$ cat config.mk
export PLATFORM = sky130hd
export DESIGN_NAME = trim_wiper
export DESIGN_NICKNAME = d
export VERILOG_FILES = /design/src/rtl/trim_pkg.sv /design/src/rtl/trim_sync.sv /design/src/rtl/trim_counter.sv /design/src/rtl/trim_tap_decode.sv /design/src/rtl/trim_store_ctrl.sv /design/src/rtl/trim_wiper.sv
export SDC_FILE = /design/constraint.sdc
export NUM_CORES = 1
export LEC_CHECK = 0
export BUFFER_PORTS_ARGS = -buffer_cell sky130_fd_sc_hd__buf_2
export CAP_MARGIN = 20
export CORE_ASPECT_RATIO = 1.1
export CORE_UTILIZATION = 56
export CTS_BUF_LIST = sky130_fd_sc_hd__clkbuf_16
export DETAILED_ROUTE_END_ITERATION = 7
export PLACE_DENSITY_LB_ADDON = 0.05
export SLEW_MARGIN = 20
export SYNTH_ARGS = -nofsm -noshare
export SYNTH_HDL_FRONTEND = slang
export SYNTH_SLANG_ARGS = --single-unit
$ cat constraint.sdc
create_clock -name clk -period 2.96 [get_ports clk]
set_input_delay 0.148 -clock clk [delete_from_list [all_inputs] [get_ports clk]]
set_output_delay 0.148 -clock clk [all_outputs]
set_load 0.005 [all_outputs]
$ cat src/rtl/trim_pkg.sv
package trim_pkg;
  // next wiper position with saturation at 0 and top
  function automatic int unsigned sat_next(int unsigned cur, logic up, int unsigned top);
    if (up) return (cur >= top) ? top : cur + 1;
    else    return (cur == 0)   ? 0   : cur - 1;
  endfunction
endpackage

$ cat src/rtl/trim_sync.sv
module trim_sync #(
  parameter int         W    = 3,
  parameter logic [W-1:0] IDLE = '0
) (
  input  logic         clk,
  input  logic         rst,
  input  logic [W-1:0] async_in,
  output logic [W-1:0] lvl,
  output logic [W-1:0] lvl_d
);
  logic [W-1:0] meta;

  for (genvar i = 0; i < W; i++) begin : g_bit
    always_ff @(posedge clk) begin
      if (rst) begin
        meta[i]  <= IDLE[i];
        lvl[i]   <= IDLE[i];
        lvl_d[i] <= IDLE[i];
      end else begin
        meta[i]  <= async_in[i];
        lvl[i]   <= meta[i];
        lvl_d[i] <= lvl[i];
      end
    end
  end
endmodule

$ cat src/rtl/trim_counter.sv
module trim_counter #(
  parameter int TAPS  = 32,
  localparam int POS_W = $clog2(TAPS)
) (
  input  logic             clk,
  input  logic             rst,
  input  logic             load,
  input  logic [POS_W-1:0] load_val,
  input  logic             step,
  input  logic             up,
  output logic [POS_W-1:0] pos
);
  always_ff @(posedge clk) begin
    if (rst)
      pos <= '0;
    else if (load)
      pos <= load_val;
    else if (step)
      pos <= POS_W'(trim_pkg::sat_next(int'(pos), up, TAPS - 1));
  end
endmodule

$ cat src/rtl/trim_tap_decode.sv
module trim_tap_decode #(
  parameter int TAPS  = 32,
  localparam int POS_W = $clog2(TAPS)
) (
  input  logic             clk,
  input  logic             rst,
  input  logic [POS_W-1:0] pos,
  output logic [TAPS-1:0]  tap
);
  for (genvar i = 0; i < TAPS; i++) begin : g_tap
    always_ff @(posedge clk) begin
      if (rst) tap[i] <= (i == 0);
      else     tap[i] <= (pos == POS_W'(i));
    end
  end
endmodule

$ cat src/rtl/trim_store_ctrl.sv
module trim_store_ctrl #(
  parameter int TAPS        = 32,
  parameter int BUSY_CYCLES = 16,
  localparam int POS_W = $clog2(TAPS),
  localparam int CW    = $clog2(BUSY_CYCLES + 1)
) (
  input  logic             clk,
  input  logic             rst,
  input  logic             store_req,
  input  logic             sel_lvl,
  input  logic [POS_W-1:0] pos,
  output logic [POS_W-1:0] stored,
  output logic             busy,
  output logic             standby
);
  logic [CW-1:0] bcnt;

  always_ff @(posedge clk) begin
    if (rst) begin
      stored  <= '0;
      bcnt    <= '0;
      busy    <= 1'b0;
      standby <= 1'b1;
    end else if (store_req) begin
      stored  <= pos;
      bcnt    <= CW'(BUSY_CYCLES);
      busy    <= 1'b1;
      standby <= 1'b0;
    end else if (bcnt != '0) begin
      bcnt    <= bcnt - CW'(1);
      busy    <= (bcnt != CW'(1));
      standby <= (bcnt == CW'(1)) && sel_lvl;
    end else begin
      busy    <= 1'b0;
      standby <= sel_lvl;
    end
  end
endmodule

$ cat src/rtl/trim_wiper.sv
module trim_wiper #(
  parameter int TAPS        = 32,
  parameter int BUSY_CYCLES = 16,
  localparam int POS_W = $clog2(TAPS)
) (
  input  logic             clk,
  input  logic             rst,
  input  logic             sel_n_in,
  input  logic             step_in,
  input  logic             dir_in,
  input  logic             recall,
  output logic [POS_W-1:0] wiper_pos,
  output logic [POS_W-1:0] stored_pos,
  output logic [TAPS-1:0]  tap_sel,
  output logic             busy,
  output logic             standby
);
  // bit 0 select (idle high), bit 1 step (idle high), bit 2 direction
  localparam logic [2:0] IDLE = 3'b011;

  logic [2:0] lvl, lvl_d;
  logic sel_lvl, step_lvl, dir_lvl;
  logic step_fall, desel_rise, do_step, store_req;

  trim_sync #(.W(3), .IDLE(IDLE)) u_sync (
    .clk(clk), .rst(rst),
    .async_in({dir_in, step_in, sel_n_in}),
    .lvl(lvl), .lvl_d(lvl_d)
  );

  assign sel_lvl    = lvl[0];
  assign step_lvl   = lvl[1];
  assign dir_lvl    = lvl[2];
  assign step_fall  = lvl_d[1] & ~lvl[1];
  assign desel_rise = ~lvl_d[0] & lvl[0];
  assign do_step    = step_fall & ~sel_lvl & ~busy;
  assign store_req  = desel_rise & step_lvl & ~busy;

  trim_counter #(.TAPS(TAPS)) u_cnt (
    .clk(clk), .rst(rst),
    .load(recall), .load_val(stored_pos),
    .step(do_step), .up(dir_lvl),
    .pos(wiper_pos)
  );

  trim_tap_decode #(.TAPS(TAPS)) u_dec (
    .clk(clk), .rst(rst), .pos(wiper_pos), .tap(tap_sel)
  );

  trim_store_ctrl #(.TAPS(TAPS), .BUSY_CYCLES(BUSY_CYCLES)) u_store (
    .clk(clk), .rst(rst),
    .store_req(store_req), .sel_lvl(sel_lvl), .pos(wiper_pos),
    .stored(stored_pos), .busy(busy), .standby(standby)
  );
endmodule

==> results.md, run 1 <==
- Outcome: completed
- WS Path Type: flop to flop
- Input/output buffers: 49
- Actual slew at the worst max-slew pin: between 500 and 600 ps
- Crit path launch type: flop
- Worst R2R End: u_cnt.pos[0]
- Pwr Total: around 2.1 mW
- Worst Setup SP: u_cnt.pos[1]
- Worst relative slew slack: approximately 63%
- Drt first pass iters: 4
- RSZ-0062 raised after global routing: false
- Max Freq: just under 0.5 GHz
- Top-count cell post-synth: dfxtp_1
- Lkg Pwr: between 1 and 1.5 nW
- Num CTS Buffers: 9
- Total congestion overflow: 0
- Core box area: around 3600 sq um
- Bufs on Longest Clock Path: 2
- Hold crit path type: input pin to flop
- Setup crit end kind: flop
- Flop-to-flop setup slack: approximately 920 ps
- Routed Antenna Nets: 0
- Synth Net Count: approximately 230
- FF-to-FF Start: u_cnt.pos[1]
- Dominant synthesized flop cell: dfxtp_1
- Power Density: ~800 nW/um^2
- Fin crit share: 69.0%
- Final setup viols: 0
- Drt initial violations: between 70 and 80
- Wire length per cell: ~13 um
- Worst path required time: approximately 3200 ps
- Post-synth top area cell: dfxtp_1
- Sinks on the clock net: 57
- Share of cells above drive strength 1: 27.1%
- Reg clk slew, reported paths: 50 ps
- Die X: 60.8 um
- Total die area: ~4100 sq um
- EDFF count, synth: 0
- Clk_lat worst skew: between 300 and 400 ps
- Clock skew: between 5 and 6 ps
- Final min period: between 2000 and 2500 ps
- Largest net degree at the start of global routing: 29
- Max rail drop VDD: around 660 uV
- Syn_area_per_cell: approximately 10 sq um
- DRC violations left: 0
- Setup bufs post-CTS: 0
- Crit path capture: u_cnt.pos[0]
- Area growth syn-to-layout: 26.7%
- Register-to-Register Path Depth: 6
- ANT cells: 0
- Flops & latches, synth: 57
- Initial Utilization: between 50% and 60%
- Number of max-cap violations: 0
- Crit path DAT: ~2300 ps
- CP max FO: 12
- Cell area after synthesis: 2130 sq um
- Number of global-route vias before repair: 1,378
- Slew Viols, Final: 0
- Tot GR Track Use: between 20 and 25%
- First-pass GRT wire length: about 6400 um
- Seq/Total Area, Yosys: ~54%
- CTS tree: yes
- Nets@finish: 279
- Routability Congestion: about 0.80
- Post_cts resized: 0
- Rows: 23
- DR vias/cell: 5.11
- Clk root buf: clkbuf_16
- Cts-stage hold buffer count: 0
- Final hold slack: ~13 ps
- Hpwl dp: roughly 2700 um
- Layout Utilization: approximately three quarters
- Distinct cell type count after synthesis: between 40 and 50
- Area contributors post-synth: dfxtp_1 54%, and3_1 6.5%, ha_1 5.3%, nor2_1 3.4%, a21oi_1 3.3%
- Synth top area share: between 50% and 60%
- Synth warnings: 0
- I/O pin cnt: 50
- Placed cell area: between 2000 and 2500 sq um
- Synth cell count leaders: 57 x dfxtp_1, 22 x and3_1, 19 x nor2_1
- H-tree depth: 3
- Final wirelength: between 4000 and 5000 um
- Die Ht: ~67 um
- Fin area: between 2000 and 3000 sq um
- Vias: 1,629
- Gate Count Post-Synth: 214
- Initial antenna violation count: 0
- Post-synthesis async set-or-reset flop share: 0%
- Final hold vios: 0
- Setup TNS: 0 ps
[registers in the layout, indices dropped and copies added, names as in the netlist]
| name | cells |
|---|---|
| u_store.busy | 1 |
| u_sync.meta | 3 |
| u_store.standby | 1 |
| u_cnt.pos | 5 |
| u_dec.tap | 32 |
| u_store.stored | 5 |
| u_sync.lvl | 3 |
| u_sync.lvl_d | 2 |
| u_store.bcnt | 5 |
[metal layers]
layer	GRT usage, %	routed length, um	part of all wire, %	vias to the layer above
li1	-	-	-	837
met1	26.1	1730	43	724
met2	35.7	2000	50	64
met3	5.83	247	6.1	4
met4	13.4	48	1.2	0
met5	0	0	0	-
[cell type report]
class | count | area (sq um)
Tap cell | 50 | 62.6
Sequential cell | 57 | 1140
Multi-Input combinational cell | 137 | 900
Fill cell | 293 | 930
Clock buffer | 9 | 225
Clock inverter | 7 | 85.1
Timing Repair Buffer | 49 | 245
Inverter | 10 | 37.5
[how the worst min path moves through the flow]
stage	slack, ps	end	start	cells past startpoint
after floorplan	250	u_sync.meta[0]	sel_n_in	1
after global placement	330	u_sync.meta[0]	sel_n_in	2
after detailed placement	330	u_sync.meta[0]	sel_n_in	2
after CTS	5	u_sync.meta[0]	sel_n_in	2
after global routing	20	u_sync.meta[0]	sel_n_in	2
final	10	u_sync.meta[0]	sel_n_in	2
[through the flow]
stage / worst slack (ps) / cells
3_5_place_dp: 944 / 303
4_1_cts: 934 / 319
3_3_place_gp: 1040 / 303
6_report: 916 / 319
5_1_grt: 781 / 319
2_1_floorplan: 1210 / 214
[critical path, stage by stage, from the launching register on]
cell and delay [ps]:
dfxtp_1 540, ha_1 370, and3_1 210, ha_1 220, o21ai_1 90, a221o_1 310, a221oi_2 210
[cells by family after synthesis]
logic type	after synthesis	share of synthesized area [%]
AND/OR/NAND/NOR	88	24.3
flip-flops	57	53.6
AO/OA/AOI/OAI	35	10.5
buffers and inverters	20	4.12
adder cells (fa/ha/maj)	9	5.29
XOR/XNOR	3	1.23
multiplexers	2	0.941
[where the power goes]
group,internal (mW),switching (mW),leakage [nW]
logic,0.109,0.118,0.690
registers,0.814,0.0383,0.463
clock network,0.725,0.316,0.152
total,1.65,0.472,1.31
[cell usage in the layout (no fill, tap or decap), drive strengths merged, types with 5 or more instances in the layout]
cell	instances
nor2	19
clkbuf	9
nor2b	8
a21oi	14
o21ai	7
or2	9
inv	10
and3	22
clkinv	5
buf	49
dfxtp	57
ha	9
and2	9
No activity file was read; power rests on OpenSTA's default activity.
==> inputs of run 2 (changes only) <==
--- a/config.mk
+++ b/config.mk
@@ -5,10 +5,11 @@
 export SDC_FILE = /design/constraint.sdc
 export NUM_CORES = 1
 export LEC_CHECK = 0
+export ABC_AREA = 1
 export BUFFER_PORTS_ARGS = -buffer_cell sky130_fd_sc_hd__buf_2
 export CAP_MARGIN = 20
 export CORE_ASPECT_RATIO = 1.1
-export CORE_UTILIZATION = 56
+export CORE_UTILIZATION = 47
 export CTS_BUF_LIST = sky130_fd_sc_hd__clkbuf_16
 export DETAILED_ROUTE_END_ITERATION = 7
 export PLACE_DENSITY_LB_ADDON = 0.05
==> constraint.sdc (replaced) <==
create_clock -name clk -period 1.7 [get_ports clk]
set_input_delay 0.085 -clock clk [delete_from_list [all_inputs] [get_ports clk]]
set_output_delay 0.085 -clock clk [all_outputs]
set_load 0.005 [all_outputs]
==> run 2 against run 1 <==
Against the previous run: non-clock buffer count is 9 higher; clock-buffer cell count did not move; die area increased by 15%; critical endpoint is now u_store.bcnt[1]; area after synthesis shrank 3.3%; clock power up 76%; hold slack better by 58 ps; first-iteration DRC count is 20% lower; sequential share of layout area shrank 0.45 points; utilization decreased by 7.5 points; clock skew decreased by 1.5 ps; synthesized cell count up 16%.
==> results.md, run 2 <==
- Synthesized-area fraction occupied by adder cells: 5.47% (+0.18 points)
- Register-to-Register Path Depth: 7 (+1)
- Setup crit end kind: flop
- Drt initial violations: 61 (-20%)
- Hpwl dp: 3070 um (+15%)
- Most common cell after layout, fill and taps aside: dfxtp_1
- Fin crit share: 89.6% (+21 points)
- CP max FO: 4 (-8)
- Post-synthesis compound-gate area fraction: 7.17% (-3.3 points)
- Vias: 1,749 (+7.4%)
- Worst relative slew slack: 68.8% (+6.2 points)
- Setup TNS: 0 ps (unchanged)
- Core box area: 4080 sq um (+13%)
- Largest net degree at the start of global routing: 16 (-45%)
- Outcome: completed
- Clock skew: 4.04 ps (-1.51 ps)
- Post-synth top area cell: dfxtp_1
- Crit path launch type: flop
- Max Freq: 0.657 GHz (+34%)
- Top-count cell post-synth: dfxtp_1
- Syn_area_per_cell: 8.30 sq um (-17%)
- CTS tree: yes
- Hold EP: u_cnt.pos[0]
- Post-synthesis async set-or-reset flop share: 0% (unchanged)
- Worst path required time: 1940 ps (-1240 ps)
- Final min period: 1520 ps (-521 ps)
- Lkg Pwr: 1.35 nW (+3.6%)
- Total congestion overflow: 0 (unchanged)
- Bufs on Longest Clock Path: 2 (unchanged)
- Layout Utilization: 66.9% (-7.5 points)
- Multiplexer share of the synthesized area: 0% (-0.94 points)
- Actual slew at the worst max-slew pin: 466 ps (-93.7 ps)
- Die Ht: 71.4 um (+7.1%)
- ANT cells: 0 (unchanged)
- Power Density: 1390 nW/um^2 (+77%)
- Sinks on the clock net: 57 (unchanged)
- Tot GR Track Use: 21.7% (-0.51 points)
- Synth cell count leaders: 57 x dfxtp_1, 52 x nor2_1, 40 x nand2_1
- Setup WS post-layout: 177 ps (-739 ps)
- Final hold slack: 71.7 ps (+58.5 ps)
- Number of max-cap violations: 0 (unchanged)
- Final setup viols: 0 (unchanged)
- Worst hold path cell count: 4 (+2)
- Place WS: 118 ps (-826 ps)
- Rows: 24 (+4.3%)
- Flop-to-flop setup slack: 180 ps (-740 ps)
- Max FFs per register: 32 (unchanged)
- H-tree depth: 3 (unchanged)
- Flops & latches, synth: 57 (unchanged)
- DR vias/cell: 4.75 (-6.9%)
- Nets@finish: 326 (+17%)
- Gate Count Post-Synth: 248 (+16%)
- Cell area after synthesis: 2060 sq um (-3.3%)
- Worst R2R End: u_store.bcnt[1]
- Hold crit path type: input pin to flop
- Input/output buffers: 49 (unchanged)
- Final hold vios: 0 (unchanged)
- Die X: 65.1 um (+7.1%)
- Routability Congestion: 0.824 (+3.1%)
- Wire length per cell: 11.8 um (-6.7%)
- Synth warnings: 0 (unchanged)
- Routed Antenna Nets: 0 (unchanged)
- Simple-Gate Fraction of Synth Area: 24.4% (+0.097 points)
- EDFF count, synth: 0 (unchanged)
- Area contributors post-synth: dfxtp_1 55%, nor2_1 9.5%, nand2_1 7.3%, ha_1 5.5%, inv_1 4.7%
- FF-to-FF Start: u_store.bcnt[0]
- Pwr Total: 3.81 mW (+80%)
- Seq/Total Area, Yosys: 55.4% (+1.8 points)
- Total die area: 4650 sq um (+15%)
- Synth top area share: 55.4% (+1.8 points)
- Most frequent cells in the layout: 55 x dfxtp_1, 52 x nor2_1, 49 x buf_2, 40 x nand2_1, 26 x inv_1
- Distinct cell type count after synthesis: 22 (-49%)
- Synth Net Count: 263 (+15%)
- Drt first pass iters: 4 (unchanged)
- RSZ-0062 raised after global routing: false
- Max rail drop VDD: 897 uV (+37%)
- Min-delay src: recall
- Crit path DAT: 1760 ps (-510 ps)
- Number of global-route vias before repair: 1,704 (+24%)
- Area growth syn-to-layout: 32.7%
- I/O pin cnt: 50 (unchanged)
- Num CTS Buffers: 9 (unchanged)
- Xor and xnor area share after synthesis: 1.28% (+0.042 points)
- Largest family of logic cells by synthesized area: simple AND/OR/NAND/NOR gates
- Initial Utilization: 50.4% (-8.3 points)
- Share of cells above drive strength 1: 25.3% (-1.8 points)
- Clk_lat worst skew: 320 ps (about the same)
- DRC violations left: 0 (unchanged)
- Largest Register: u_dec.tap
- First-pass GRT wire length: 7350 um (+15%)
- Final wirelength: 4330 um (+7.7%)
- Setup bufs post-CTS: 0 (unchanged)
- Reg clk slew, reported paths: 50 ps (about the same)
- Dominant synthesized flop cell: dfxtp_1
- Clk root buf: clkbuf_16
- Initial antenna violation count: 0 (unchanged)
- Slew Viols, Final: 0 (unchanged)
- WS Path Type: flop to flop
run 2: cells by family (layout without fill, tap and decap cells):
logic type               count (synthesis)  after routing
XOR/XNOR                                 3              3
flip-flops                              57             57
AO/OA/AOI/OAI                           26             26
adder cells (fa/ha/maj)                  9              9
AND/OR/NAND/NOR                        120            120
buffers and inverters                   33            101
run 2: layout make-up:
class	count	area, sq um
tap	52	65.1
inverter	27	101
fill	368	1350
multi-input combinational	158	791
clock inverter	7	85.1
timing repair buffer	58	320
clock buffer	9	225
sequential	57	1140
run 2: worst max-delay path by stage:
stage / to / depth (start not counted) / startpoint
after global routing: u_store.bcnt[3] / 8 / u_store.bcnt[0]
after CTS: u_cnt.pos[2] / 9 / u_cnt.pos[0]
after global placement: u_cnt.pos[2] / 9 / u_cnt.pos[0]
after floorplan: u_cnt.pos[3] / 10 / u_cnt.pos[1]
final: u_store.bcnt[1] / 7 / u_store.bcnt[0]
after detailed placement: u_cnt.pos[2] / 9 / u_cnt.pos[0]
run 2: worst max-delay path, stage by stage, from the launching register on:
cell and delay, ps:
dfxtp_1 330, inv_1 90, ha_1 160, nand2_1 80, or2_2 290, nor2_1 180
inv_1 110, a211oi_1 190
run 2: timing repair:
action	4_1_cts	5_1_grt
endpoints found under the hold margin	3	0
hold buffers	3	0
endpoints found under the setup margin	0	4
resized for setup	0	3
run 2: layer usage:
layer | vias up | GRT usage (%) | routed length, um
li1 | 908 | - | -
met1 | 781 | 23.2 | 1850
met2 | 46 | 37.8 | 2160
met3 | 14 | 5.10 | 187
met4 | 0 | 14.5 | 137
met5 | - | 0 | 0
run 2: through the flow:
step | cell area [sq um] | instances
4_1_cts | 2730 | 368
6_report | 2730 | 368
2_1_floorplan | 2060 | 248
3_3_place_gp | 2390 | 349
5_1_grt | 2730 | 368
3_5_place_dp | 2390 | 349
run 2: report_power, final:
part | switching, mW | total [mW] | leakage [nW] | internal, mW
clock | 0.565 | 1.83 | 0.152 | 1.26
sequential | 0.0654 | 1.50 | 0.465 | 1.43
combinational | 0.283 | 0.479 | 0.736 | 0.196
